<file path="src/rtl/xlate_pkg.sv">
// Shared constants, access encoding and buffered-entry layout for the
// translation unit. Assumes the table entry is at least as wide as the frame
// number plus the low flag bits.
package xlate_pkg;
    localparam int VA_W      = 32;
    localparam int PA_W      = 32;
    localparam int PAGE_BITS = 12;
    localparam int PTE_W     = 32;
    localparam int TLB_N     = 8;
    localparam int VPN_W     = VA_W - PAGE_BITS;
    localparam int PFN_W     = PA_W - PAGE_BITS;
    localparam int PTE_SHIFT = $clog2(PTE_W / 8);
    localparam int IDX_W     = $clog2(TLB_N);
    localparam int ADDR_PAD  = PA_W - VPN_W - PTE_SHIFT;

    localparam int B_VALID = 0;
    localparam int B_RD    = 1;
    localparam int B_WR    = 2;
    localparam int B_EX    = 3;
    localparam int B_DIRTY = 4;

    typedef enum logic [1:0] {
        ACC_READ  = 2'd0,
        ACC_WRITE = 2'd1,
        ACC_EXEC  = 2'd2,
        ACC_RSVD  = 2'd3
    } acc_t;

    typedef struct packed {
        logic [PFN_W-1:0] pfn;
        logic             rd;
        logic             wr;
        logic             ex;
        logic             dirty;
    } tlb_data_t;

    function automatic tlb_data_t unpack_pte(input logic [PTE_W-1:0] p);
        tlb_data_t d;
        d.pfn   = p[PTE_W-1 -: PFN_W];
        d.rd    = p[B_RD];
        d.wr    = p[B_WR];
        d.ex    = p[B_EX];
        d.dirty = p[B_DIRTY];
        return d;
    endfunction
endpackage

</file>
<file path="src/rtl/xlate_perm.sv">
// Permission check: decides whether an access kind is allowed by the flags
// of a translation. Purely combinational; the reserved kind is never allowed.
module xlate_perm
    import xlate_pkg::*;
(
    input  acc_t      acc,
    input  tlb_data_t ent,
    output logic      allow
);
    // Select the flag that governs this access kind.
    always_comb begin
        case (acc)
            ACC_READ:  allow = ent.rd;
            ACC_WRITE: allow = ent.wr;
            ACC_EXEC:  allow = ent.ex;
            default:   allow = 1'b0;
        endcase
    end
endmodule

</file>
<file path="src/rtl/xlate_tlb.sv">
// Fully associative translation buffer with round-robin installs, per-page
// invalidate and a dirty mark on hits. Assumes a filled page is never already
// present (fills only follow a miss). An invalidate of the looked-up or
// filled page in the same cycle wins over the hit or the install.
module xlate_tlb
    import xlate_pkg::*;
(
    input  logic             clk,
    input  logic             rst_n,
    input  logic [VPN_W-1:0] lk_vpn,
    output logic             lk_hit,
    output tlb_data_t        lk_data,
    input  logic             mark_en,
    input  logic             inv_valid,
    input  logic [VPN_W-1:0] inv_vpn,
    input  logic             fill_en,
    input  logic [VPN_W-1:0] fill_vpn,
    input  tlb_data_t        fill_data
);
    logic [TLB_N-1:0] ent_v;
    logic [VPN_W-1:0] ent_vpn [TLB_N];
    tlb_data_t        ent_d   [TLB_N];
    logic [IDX_W-1:0] ptr;
    logic [TLB_N-1:0] match;
    logic [TLB_N-1:0] kill;
    logic             fill_ok;

    assign fill_ok = fill_en && !(inv_valid && inv_vpn == fill_vpn);
    assign lk_hit  = (|match) && !(inv_valid && inv_vpn == lk_vpn);

    generate
        for (genvar i = 0; i < TLB_N; i++) begin : g_ent
            assign match[i] = ent_v[i] && ent_vpn[i] == lk_vpn;
            assign kill[i]  = inv_valid && ent_v[i] && ent_vpn[i] == inv_vpn;

            // Install, drop or mark dirty one buffer slot.
            always_ff @(posedge clk) begin
                if (!rst_n) begin
                    ent_v[i]   <= 1'b0;
                    ent_vpn[i] <= '0;
                    ent_d[i]   <= '0;
                end else if (fill_ok && ptr == IDX_W'(i)) begin
                    ent_v[i]   <= 1'b1;
                    ent_vpn[i] <= fill_vpn;
                    ent_d[i]   <= fill_data;
                end else if (kill[i]) begin
                    ent_v[i]   <= 1'b0;
                end else if (mark_en && match[i]) begin
                    ent_d[i].dirty <= 1'b1;
                end
            end
        end
    endgenerate

    // Merge the data of the (at most one) matching slot.
    always_comb begin
        lk_data = '0;
        for (int i = 0; i < TLB_N; i++) begin
            if (match[i]) lk_data = tlb_data_t'(lk_data | ent_d[i]);
        end
    end

    // Advance the replacement pointer on every real install.
    always_ff @(posedge clk) begin
        if (!rst_n)       ptr <= '0;
        else if (fill_ok) ptr <= (ptr == IDX_W'(TLB_N - 1)) ? '0 : ptr + 1'b1;
    end

    p_one_match_r7: assert property (@(posedge clk) disable iff (!rst_n)
        $onehot0(match));
endmodule

</file>
<file path="src/rtl/xlate_walker.sv">
// Table walk sequencer: holds the base and page number of a missed request,
// drives one entry read and waits for its completion. Assumes the memory
// side keeps the read request pending until it raises done.
module xlate_walker
    import xlate_pkg::*;
(
    input  logic             clk,
    input  logic             rst_n,
    input  logic             start,
    input  logic [VPN_W-1:0] start_vpn,
    input  logic [PA_W-1:0]  start_base,
    input  logic             mem_rd_done,
    output logic             walking,
    output logic [VPN_W-1:0] walk_vpn,
    output logic             mem_rd_valid,
    output logic [PA_W-1:0]  mem_rd_addr
);
    typedef enum logic {W_IDLE, W_READ} wstate_t;
    wstate_t         st;
    logic [PA_W-1:0] base_q;

    // Capture the walk context and track the outstanding read.
    always_ff @(posedge clk) begin
        if (!rst_n) begin
            st       <= W_IDLE;
            base_q   <= '0;
            walk_vpn <= '0;
        end else if (st == W_IDLE && start) begin
            st       <= W_READ;
            base_q   <= start_base;
            walk_vpn <= start_vpn;
        end else if (st == W_READ && mem_rd_done) begin
            st       <= W_IDLE;
        end
    end

    assign walking      = (st == W_READ);
    assign mem_rd_valid = walking;
    assign mem_rd_addr  = base_q + {{ADDR_PAD{1'b0}}, walk_vpn, {PTE_SHIFT{1'b0}}};

    p_hold_addr_r3: assert property (@(posedge clk) disable iff (!rst_n)
        (mem_rd_valid && !mem_rd_done) |=> (mem_rd_valid && $stable(mem_rd_addr)));
endmodule

</file>
<file path="src/rtl/addr_xlate_unit.sv">
// Address translation unit: buffered lookup, automatic single-level walk on
// a miss, validity and permission checks, dirty reporting and invalidation.
// Assumes one request at a time; requests are held off during a walk.
module addr_xlate_unit
    import xlate_pkg::*;
(
    input  logic             clk,
    input  logic             rst_n,
    input  logic             req_valid,
    input  logic [VA_W-1:0]  req_vaddr,
    input  logic [1:0]       req_type,
    output logic             req_ready,
    input  logic [PA_W-1:0]  pt_base,
    input  logic             inv_valid,
    input  logic [VPN_W-1:0] inv_vpn,
    output logic             mem_rd_valid,
    output logic [PA_W-1:0]  mem_rd_addr,
    input  logic             mem_rd_done,
    input  logic [PTE_W-1:0] mem_rd_data,
    output logic             resp_valid,
    output logic [PA_W-1:0]  resp_paddr,
    output logic             resp_page_fault,
    output logic             resp_prot_fault,
    output logic             resp_dirty_set
);
    logic                 walking, accept, lk_hit, allow_h, allow_w;
    logic                 walk_end, pte_ok, fill_en, mark_en;
    logic [VPN_W-1:0]     vpn_in, walk_vpn;
    logic [PAGE_BITS-1:0] off_in, off_q;
    acc_t                 acc_in, acc_q;
    tlb_data_t            lk_data, pte_d, fill_data;

    assign vpn_in    = req_vaddr[VA_W-1:PAGE_BITS];
    assign off_in    = req_vaddr[PAGE_BITS-1:0];
    assign acc_in    = acc_t'(req_type);
    assign req_ready = !walking;
    assign accept    = req_valid && req_ready;
    assign walk_end  = walking && mem_rd_done;
    assign pte_ok    = mem_rd_data[B_VALID];
    assign pte_d     = unpack_pte(mem_rd_data);
    assign fill_en   = walk_end && pte_ok;
    assign mark_en   = accept && lk_hit && acc_in == ACC_WRITE && allow_h;

    // The installed copy is dirty once an allowed write has used it.
    always_comb begin
        fill_data       = pte_d;
        fill_data.dirty = pte_d.dirty | (acc_q == ACC_WRITE && allow_w);
    end

    xlate_tlb u_tlb (
        .clk       (clk),
        .rst_n     (rst_n),
        .lk_vpn    (vpn_in),
        .lk_hit    (lk_hit),
        .lk_data   (lk_data),
        .mark_en   (mark_en),
        .inv_valid (inv_valid),
        .inv_vpn   (inv_vpn),
        .fill_en   (fill_en),
        .fill_vpn  (walk_vpn),
        .fill_data (fill_data)
    );

    xlate_walker u_walk (
        .clk          (clk),
        .rst_n        (rst_n),
        .start        (accept && !lk_hit),
        .start_vpn    (vpn_in),
        .start_base   (pt_base),
        .mem_rd_done  (mem_rd_done),
        .walking      (walking),
        .walk_vpn     (walk_vpn),
        .mem_rd_valid (mem_rd_valid),
        .mem_rd_addr  (mem_rd_addr)
    );

    xlate_perm u_perm_hit  (.acc(acc_in), .ent(lk_data), .allow(allow_h));
    xlate_perm u_perm_walk (.acc(acc_q),  .ent(pte_d),   .allow(allow_w));

    // Keep the offset and access kind of the request under walk.
    always_ff @(posedge clk) begin
        if (!rst_n) begin
            off_q <= '0;
            acc_q <= ACC_READ;
        end else if (accept) begin
            off_q <= off_in;
            acc_q <= acc_in;
        end
    end

    // Form the one-cycle response from a hit or from a finished walk.
    always_ff @(posedge clk) begin
        if (!rst_n) begin
            resp_valid      <= 1'b0;
            resp_paddr      <= '0;
            resp_page_fault <= 1'b0;
            resp_prot_fault <= 1'b0;
            resp_dirty_set  <= 1'b0;
        end else if (accept && lk_hit) begin
            resp_valid      <= 1'b1;
            resp_paddr      <= allow_h ? {lk_data.pfn, off_in} : '0;
            resp_page_fault <= 1'b0;
            resp_prot_fault <= !allow_h;
            resp_dirty_set  <= allow_h && acc_in == ACC_WRITE && !lk_data.dirty;
        end else if (walk_end) begin
            resp_valid      <= 1'b1;
            resp_paddr      <= (pte_ok && allow_w) ? {pte_d.pfn, off_q} : '0;
            resp_page_fault <= !pte_ok;
            resp_prot_fault <= pte_ok && !allow_w;
            resp_dirty_set  <= pte_ok && allow_w && acc_q == ACC_WRITE && !pte_d.dirty;
        end else begin
            resp_valid      <= 1'b0;
            resp_paddr      <= '0;
            resp_page_fault <= 1'b0;
            resp_prot_fault <= 1'b0;
            resp_dirty_set  <= 1'b0;
        end
    end

    p_walk_quiet_r11: assert property (@(posedge clk) disable iff (!rst_n)
        mem_rd_valid |-> (!req_ready && !resp_valid));
    p_fault_excl_r6: assert property (@(posedge clk) disable iff (!rst_n)
        resp_valid |-> !(resp_page_fault && resp_prot_fault));
    p_fault_zero_r5: assert property (@(posedge clk) disable iff (!rst_n)
        (resp_valid && (resp_page_fault || resp_prot_fault)) |-> (resp_paddr == '0 && !resp_dirty_set));
    p_walk_needs_req_r3: assert property (@(posedge clk) disable iff (!rst_n)
        $rose(mem_rd_valid) |-> $past(req_valid && req_ready));
endmodule

</file>
<file path="config.mk">
export PLATFORM = sky130hd
export DESIGN_NAME = addr_xlate_unit
export DESIGN_NICKNAME = d
export VERILOG_FILES = /design/src/rtl/xlate_pkg.sv /design/src/rtl/xlate_perm.sv /design/src/rtl/xlate_tlb.sv /design/src/rtl/xlate_walker.sv /design/src/rtl/addr_xlate_unit.sv
export SDC_FILE = /design/constraint.sdc
export NUM_CORES = 1
export LEC_CHECK = 0
export BUFFER_PORTS_ARGS = -buffer_cell sky130_fd_sc_hd__buf_2
export CORE_ASPECT_RATIO = 2
export CORE_UTILIZATION = 25
export DETAILED_ROUTE_END_ITERATION = 16
export GPL_ROUTABILITY_DRIVEN = 1
export PLACE_DENSITY = 0.48
export SYNTH_ARGS = -nofsm -noshare
export SYNTH_HDL_FRONTEND = slang
export SYNTH_SLANG_ARGS = --single-unit
export TNS_END_PERCENT = 1
</file>
<file path="constraint.sdc">
create_clock -name clk -period 3.8 [get_ports clk]
set_input_delay 0.76 -clock clk [delete_from_list [all_inputs] [get_ports clk]]
set_output_delay 0.76 -clock clk [all_outputs]
set_load 0.05 [all_outputs]
</file>
# After elaboration in Yosys (flattened, before gate mapping)
# Memory sizes are Yosys's and may differ from the RTL's.
# Index checks and enable logic that the tools add are counted.
[classes] eq_ne=29 bitwise_logic=35 add_sub_neg=2 n_mux=128 reduce_logical=82
[ops] cell="2-to-1 mux 24 bit" n=16
[ops] cell="equality test 20 bit" n=18
[ops] cell="bitwise OR 24 bit" n=7
[ops] cell="2-to-1 mux 20 bit" n=8
[ops] cell="2-to-1 mux 32 bit" n=4
[ops] cell="2-to-1 mux 1 bit" n=97
[ops] cell="logical AND 1 bit" n=59
[ops] cell="adder 32 x 22 -> 32 bit" n=1
[ops] cell="bitwise OR 1 bit" n=25
[ops] cell="nonzero test 2 bit" n=9
[ops] cell="equality test 3 bit (second input constant)" n=4
[ops] cell="zero test 1 bit" n=9
[ops] cell="OR reduction 8 bit" n=1
[ops] cell="equality test 3 x 2 -> 1 bit (second input constant)" n=2
[ops] cell="one-hot mux 1 bit (3 select lines)" n=2
[ops] cell="equality test 2 x 1 -> 1 bit (second input constant)" n=2
[ops] cell="equality test 2 bit (second input constant)" n=2
[ops] cell="zero test 2 bit" n=2
[ops] cell="adder 3 x 1 -> 3 bit (second input constant)" n=1
[ops] cell="equality test 3 x 1 -> 1 bit (second input constant)" n=1
[ops] cell="zero test 3 bit" n=1
[ops] cell="2-to-1 mux 3 bit" n=1
[ops] cell="inverter 1 bit" n=3
[ops] cell="OR reduction 3 bit" n=1
[word_totals] memories=2 ram_bits=352 out_inout_bits=70 ff_bits=114 input_bits=123
[memory_table] memory="u_tlb.ent_d" depth=8 width=24 read_ports=8 rd_clocked_by_memory_dff=0 wr=8 line="xlate_tlb.sv:22" rtl="tlb_data_t ent_d [TLB_N];"
[memory_table] memory="u_tlb.ent_vpn" depth=8 width=20 read_ports=8 rd_clocked_by_memory_dff=0 wr=8 line="xlate_tlb.sv:21" rtl="logic [VPN_W-1:0] ent_vpn [TLB_N];"

# Longest topological paths before layout
# An unclocked memory read counts as a cell.
[logic_depth] word_depth=27 depth_mapped=11 ltp_nobuf=11

# By module
# Synthesis repeated with hierarchy kept, for this count alone.
[unflattened] cells_unflattened=2199 area_unflattened_um2=24463.5
[by_module_without_submodules] mod="xlate_tlb" seq_area_each_um2=10790.3 instances=1 area_per_inst_um2=19363.6 cells_each=1593
[by_module_without_submodules] mod="xlate_walker" seq_area_each_um2=1061.0 instances=1 area_per_inst_um2=3181.8 cells_each=406
[by_module_without_submodules] mod="addr_xlate_unit" seq_area_each_um2=1001.0 instances=1 area_per_inst_um2=1873.0 cells_each=194
[by_module_without_submodules] mod="xlate_perm" seq_area_each_um2=0.0 instances=2 area_per_inst_um2=22.5 cells_each=3

# Worst setup path after synthesis
# Ideal clock, no wire load.
[synth_path] path_type="register to output" from="register u_walk.walk_vpn[0]" to="output port mem_rd_addr[20]" path_stages_with_launch=11 path_buffers=0 setup_slack_ns=0.114 arrival_ns=2.926 path_cell_list="dfxtp_1 > ha_1 > inv_1 > fa_1 > nor2b_1 > o31a_1 > o31ai_1 > o21ai_0 > a211oi_1 > o21ai_1 > a22oi_1"
[synth_via] elab_chain_len=1
[synth_lines] item="start: declaration" line="xlate_walker.sv:14" rtl="output logic [VPN_W-1:0] walk_vpn,"
[synth_lines] item="start signal: assignment" line="xlate_walker.sv:31" rtl="walk_vpn <= start_vpn;"
[synth_lines] item="adder 32 x 22 -> 32 bit" line="xlate_walker.sv:39" rtl="assign mem_rd_addr = base_q + {{ADDR_PAD{1'b0}}, walk_vpn, {PTE_SHIFT{1'b0}}};"
[synth_lines] item="end: declaration" line="addr_xlate_unit.sv:17" rtl="output logic [PA_W-1:0] mem_rd_addr,"
# Every way passes these cells.

# Worst setup path in the final report
[layout_path] from="register u_walk.walk_vpn[1]" to="output port mem_rd_addr[22]"
# The elaborated chain is that of the path after synthesis.

==> out/metrics.cfg <==
[run_status]
violations = setup timing
status = complete, but fails checks

[cells_and_area]
final_common_cell = edfxtp_1
drive_above_1_share_pct = 21.7
fin_area_um2 = 30300
final_cell_mix = 352 x edfxtp_1, 350 x and2_1, 210 x xnor2_1
area_delta_synth_final_pct = 23.6
diodes = 0
final_nets = 2662

[grt]
grt_usage_pct = 20.6
gr-total-overflow = 0
grt_start_max_net_pins = 68
grt_pass1_vias = 20000
grt_pass1_wl_um = 145000
antenna_found_initial = 12

[clock_tree]
cts.clk_slew.worst_paths_ns = 0.07
cts_tree = yes
cts.sinks = 466
htreeDepth = 2
cts_buffer_depth = 3
cts_made_buffers = 48
root_buffer = clkbuf_16
worstSkewPairLatency_ns = 0.63

[placed_design]
place.gp.congestion = 0.969
place_area_um2 = 28400
dp_hpwl_um = 73300
port_buffers = 185

[drt]
wl_per_cell_um = 27.3
viasPerCell = 5.05
drc = 0
ant_nets = 0
vias = 19100
drtIter0Drc = 1371
wirelength_um = 103000
drt_first_pass_iters = 5

[timing]
min_period_ns = 4.01
layout_setup_ws_ns = -0.211
setup_tns_ns = -1.63
slew_headroom_pct = 46.4
tightest_slew_ns = 0.805
final.setup_skew_ns = 0.0274
rsz0062_at_grt = yes
finalSetupViolCount = 13
finalCritPeriodShare_pct = 106
finalHoldViolCount = 0
drv_slew = 0
max_freq_mhz = 249

[logic_synthesis]
synth_edf_count = 352
syn-mean-instance-area_um2 = 11.0
syn_inst = 2226
ys_types = 72
ys.flop_type = edfxtp_1
yosysWarnings = 0
synth.cell_area_um2 = 24500
synthArstFlopShare_pct = 0
synthesis.nets = 2376
synth-seq-area-share_pct = 52.4
synth-seq-cells = 466

[critical_path]
required_ns = 3.04
worstSetupStartpointType = flip-flop
critical_path.cell_chain = inv_1 > fa_2 > nor2b_2 > o31a_1 > o31ai_4 > buf_6 > o21ai_4 > a211oi_2 > o21ai_2 > a2111o_1 > o2111ai_2 > buf_6
path_buf_inv = 3
critPathMaxFanout = 2
cp_slowest_cell = a2111o_1
worstSetupPathType = reg -> out
arrival_ns = 3.25
worst_path_largest_cell_delay_ns = 0.38
critPathCaptureType = output pin
cp_common_cell = buf_6
cp_top_family = compound AO/OA/AOI/OAI gates

[power]
leakagePower_nw = 11.3
p_per_area_nw_per_um2 = 410
ir_worst_vdd_v = 0.000384

[run]
maxCapViolations = 0

[floorplanning]
initial_utilization_pct = 25.2
die_h_um = 445
fp.dieW_um = 224
rows = 162
core_um2 = 97300
dieArea_um2 = 99500
pin_count = 193

[hold_path]
hp-class = in -> reg

## registers in the layout (all words and copies together), names as in the netlist
signal / cells
acc_q: 2
u_tlb.ent_d: 192
resp_page_fault: 1
u_tlb.ent_vpn: 160
resp_prot_fault: 1
u_tlb.ptr: 3
resp_dirty_set: 1
u_tlb.ent_v: 8
u_walk.base_q: 32
resp_paddr: 32
off_q: 12
resp_valid: 1
u_walk.mem_rd_valid: 1
u_walk.walk_vpn: 20
## area by class of cell
class                      instances  area (um^2)
clock buffer                      62         1330
clock inverter                    28          328
fill                            9954        67000
inverter                          18         67.6
multi-input combinational       1574        11100
sequential                       466        12900
tap                             1230         1540
timing repair buffer             404         3070
## where the power goes
part           internal [mW]  switching (mW)  total, mW  leakage, nW
combinational          0.529            1.04       1.57         5.97
sequential              5.64           0.132       5.77         4.57
clock                   2.85            2.25       5.09        0.801
## cell usage after synthesis (40+ instances only)
master | number | area share (%)
edfxtp_1 | 352 | 43
and2_1 | 350 | 8.9
xnor2_1 | 210 | 7.5
xor2_1 | 172 | 6.1
dfxtp_1 | 114 | 9.3
clkbuf_1 | 110 | 1.7
nand3_1 | 105 | 2.1
nand2_1 | 89 | 1.4
a21oi_1 | 84 | 1.7
o21ai_0 | 75 | 1.5
a22oi_1 | 72 | 2.2
nand4_1 | 72 | 1.8
nor4_1 | 48 | 1.2
a22o_1 | 40 | 1.4
## metrics by stage
step	cells	total power, mW	setup WS (ns)	hold WS [ns]	utilization [%]
2_1_floorplan	2226	6.69	0.114	0.437	-
3_3_place_gp	3689	7.40	-0.194	0.442	29.2
3_5_place_dp	3689	7.41	-0.244	0.450	29.2
4_1_cts	3779	12.6	-0.367	0.310	31.0
5_1_grt	3782	12.8	-0.330	0.345	31.2
6_report	3782	12.4	-0.211	0.352	31.2
## path summary, 6_finish.rpt
check | startpoint | to | slack, ns | depth (start not counted)
setup / recovery | u_walk.walk_vpn[1]$_SDFFE_PN0P_ | mem_rd_addr[22] | -0.21 | 12
hold / removal | mem_rd_data[0] | resp_page_fault$_SDFF_PP0_ | 0.35 | 2
setup reg to reg | u_tlb.ent_vpn[0][2]$_SDFFCE_PN0P_ | u_tlb.ent_d[1][72]$_DFFE_PP_ | 0.40 | 10
hold reg to reg | off_q[1]$_SDFFE_PN0P_ | off_q[1]$_SDFFE_PN0P_ | 0.46 | 2
## cells by family (layout without fill, tap and decap cells)
logic type      Yosys count  in the layout  synth area share, %
buf+inv                 186            512                 3.25
mux                       1              1               0.0408
compound gates          353            353                 9.74
xor+xnor                382            382                 13.6
flops                   466            466                 52.4
simple gates            811            811                 19.5
fa+ha+maj                27             27                 1.41
## repair_timing
| action | CTS | global route |
|---|---|---|
| buffers inserted | 0 | 3 |
| pin swaps | 12 | 18 |
| gates resized for setup | 43 | 32 |
| endpoints found under the setup margin | 18 | 17 |
| hold buffers | 0 | 0 |
## layer usage
metal  vias up  GRT usage [%]  share of wire (%)
li1       8576              -                  -
met2       686           37.5                 52
met4        14           14.1                7.7
met1      9546           21.8                 36
met3       275           2.66                4.3
met5         -              0              0.081
No activity file was read; power rests on OpenSTA's default activity.
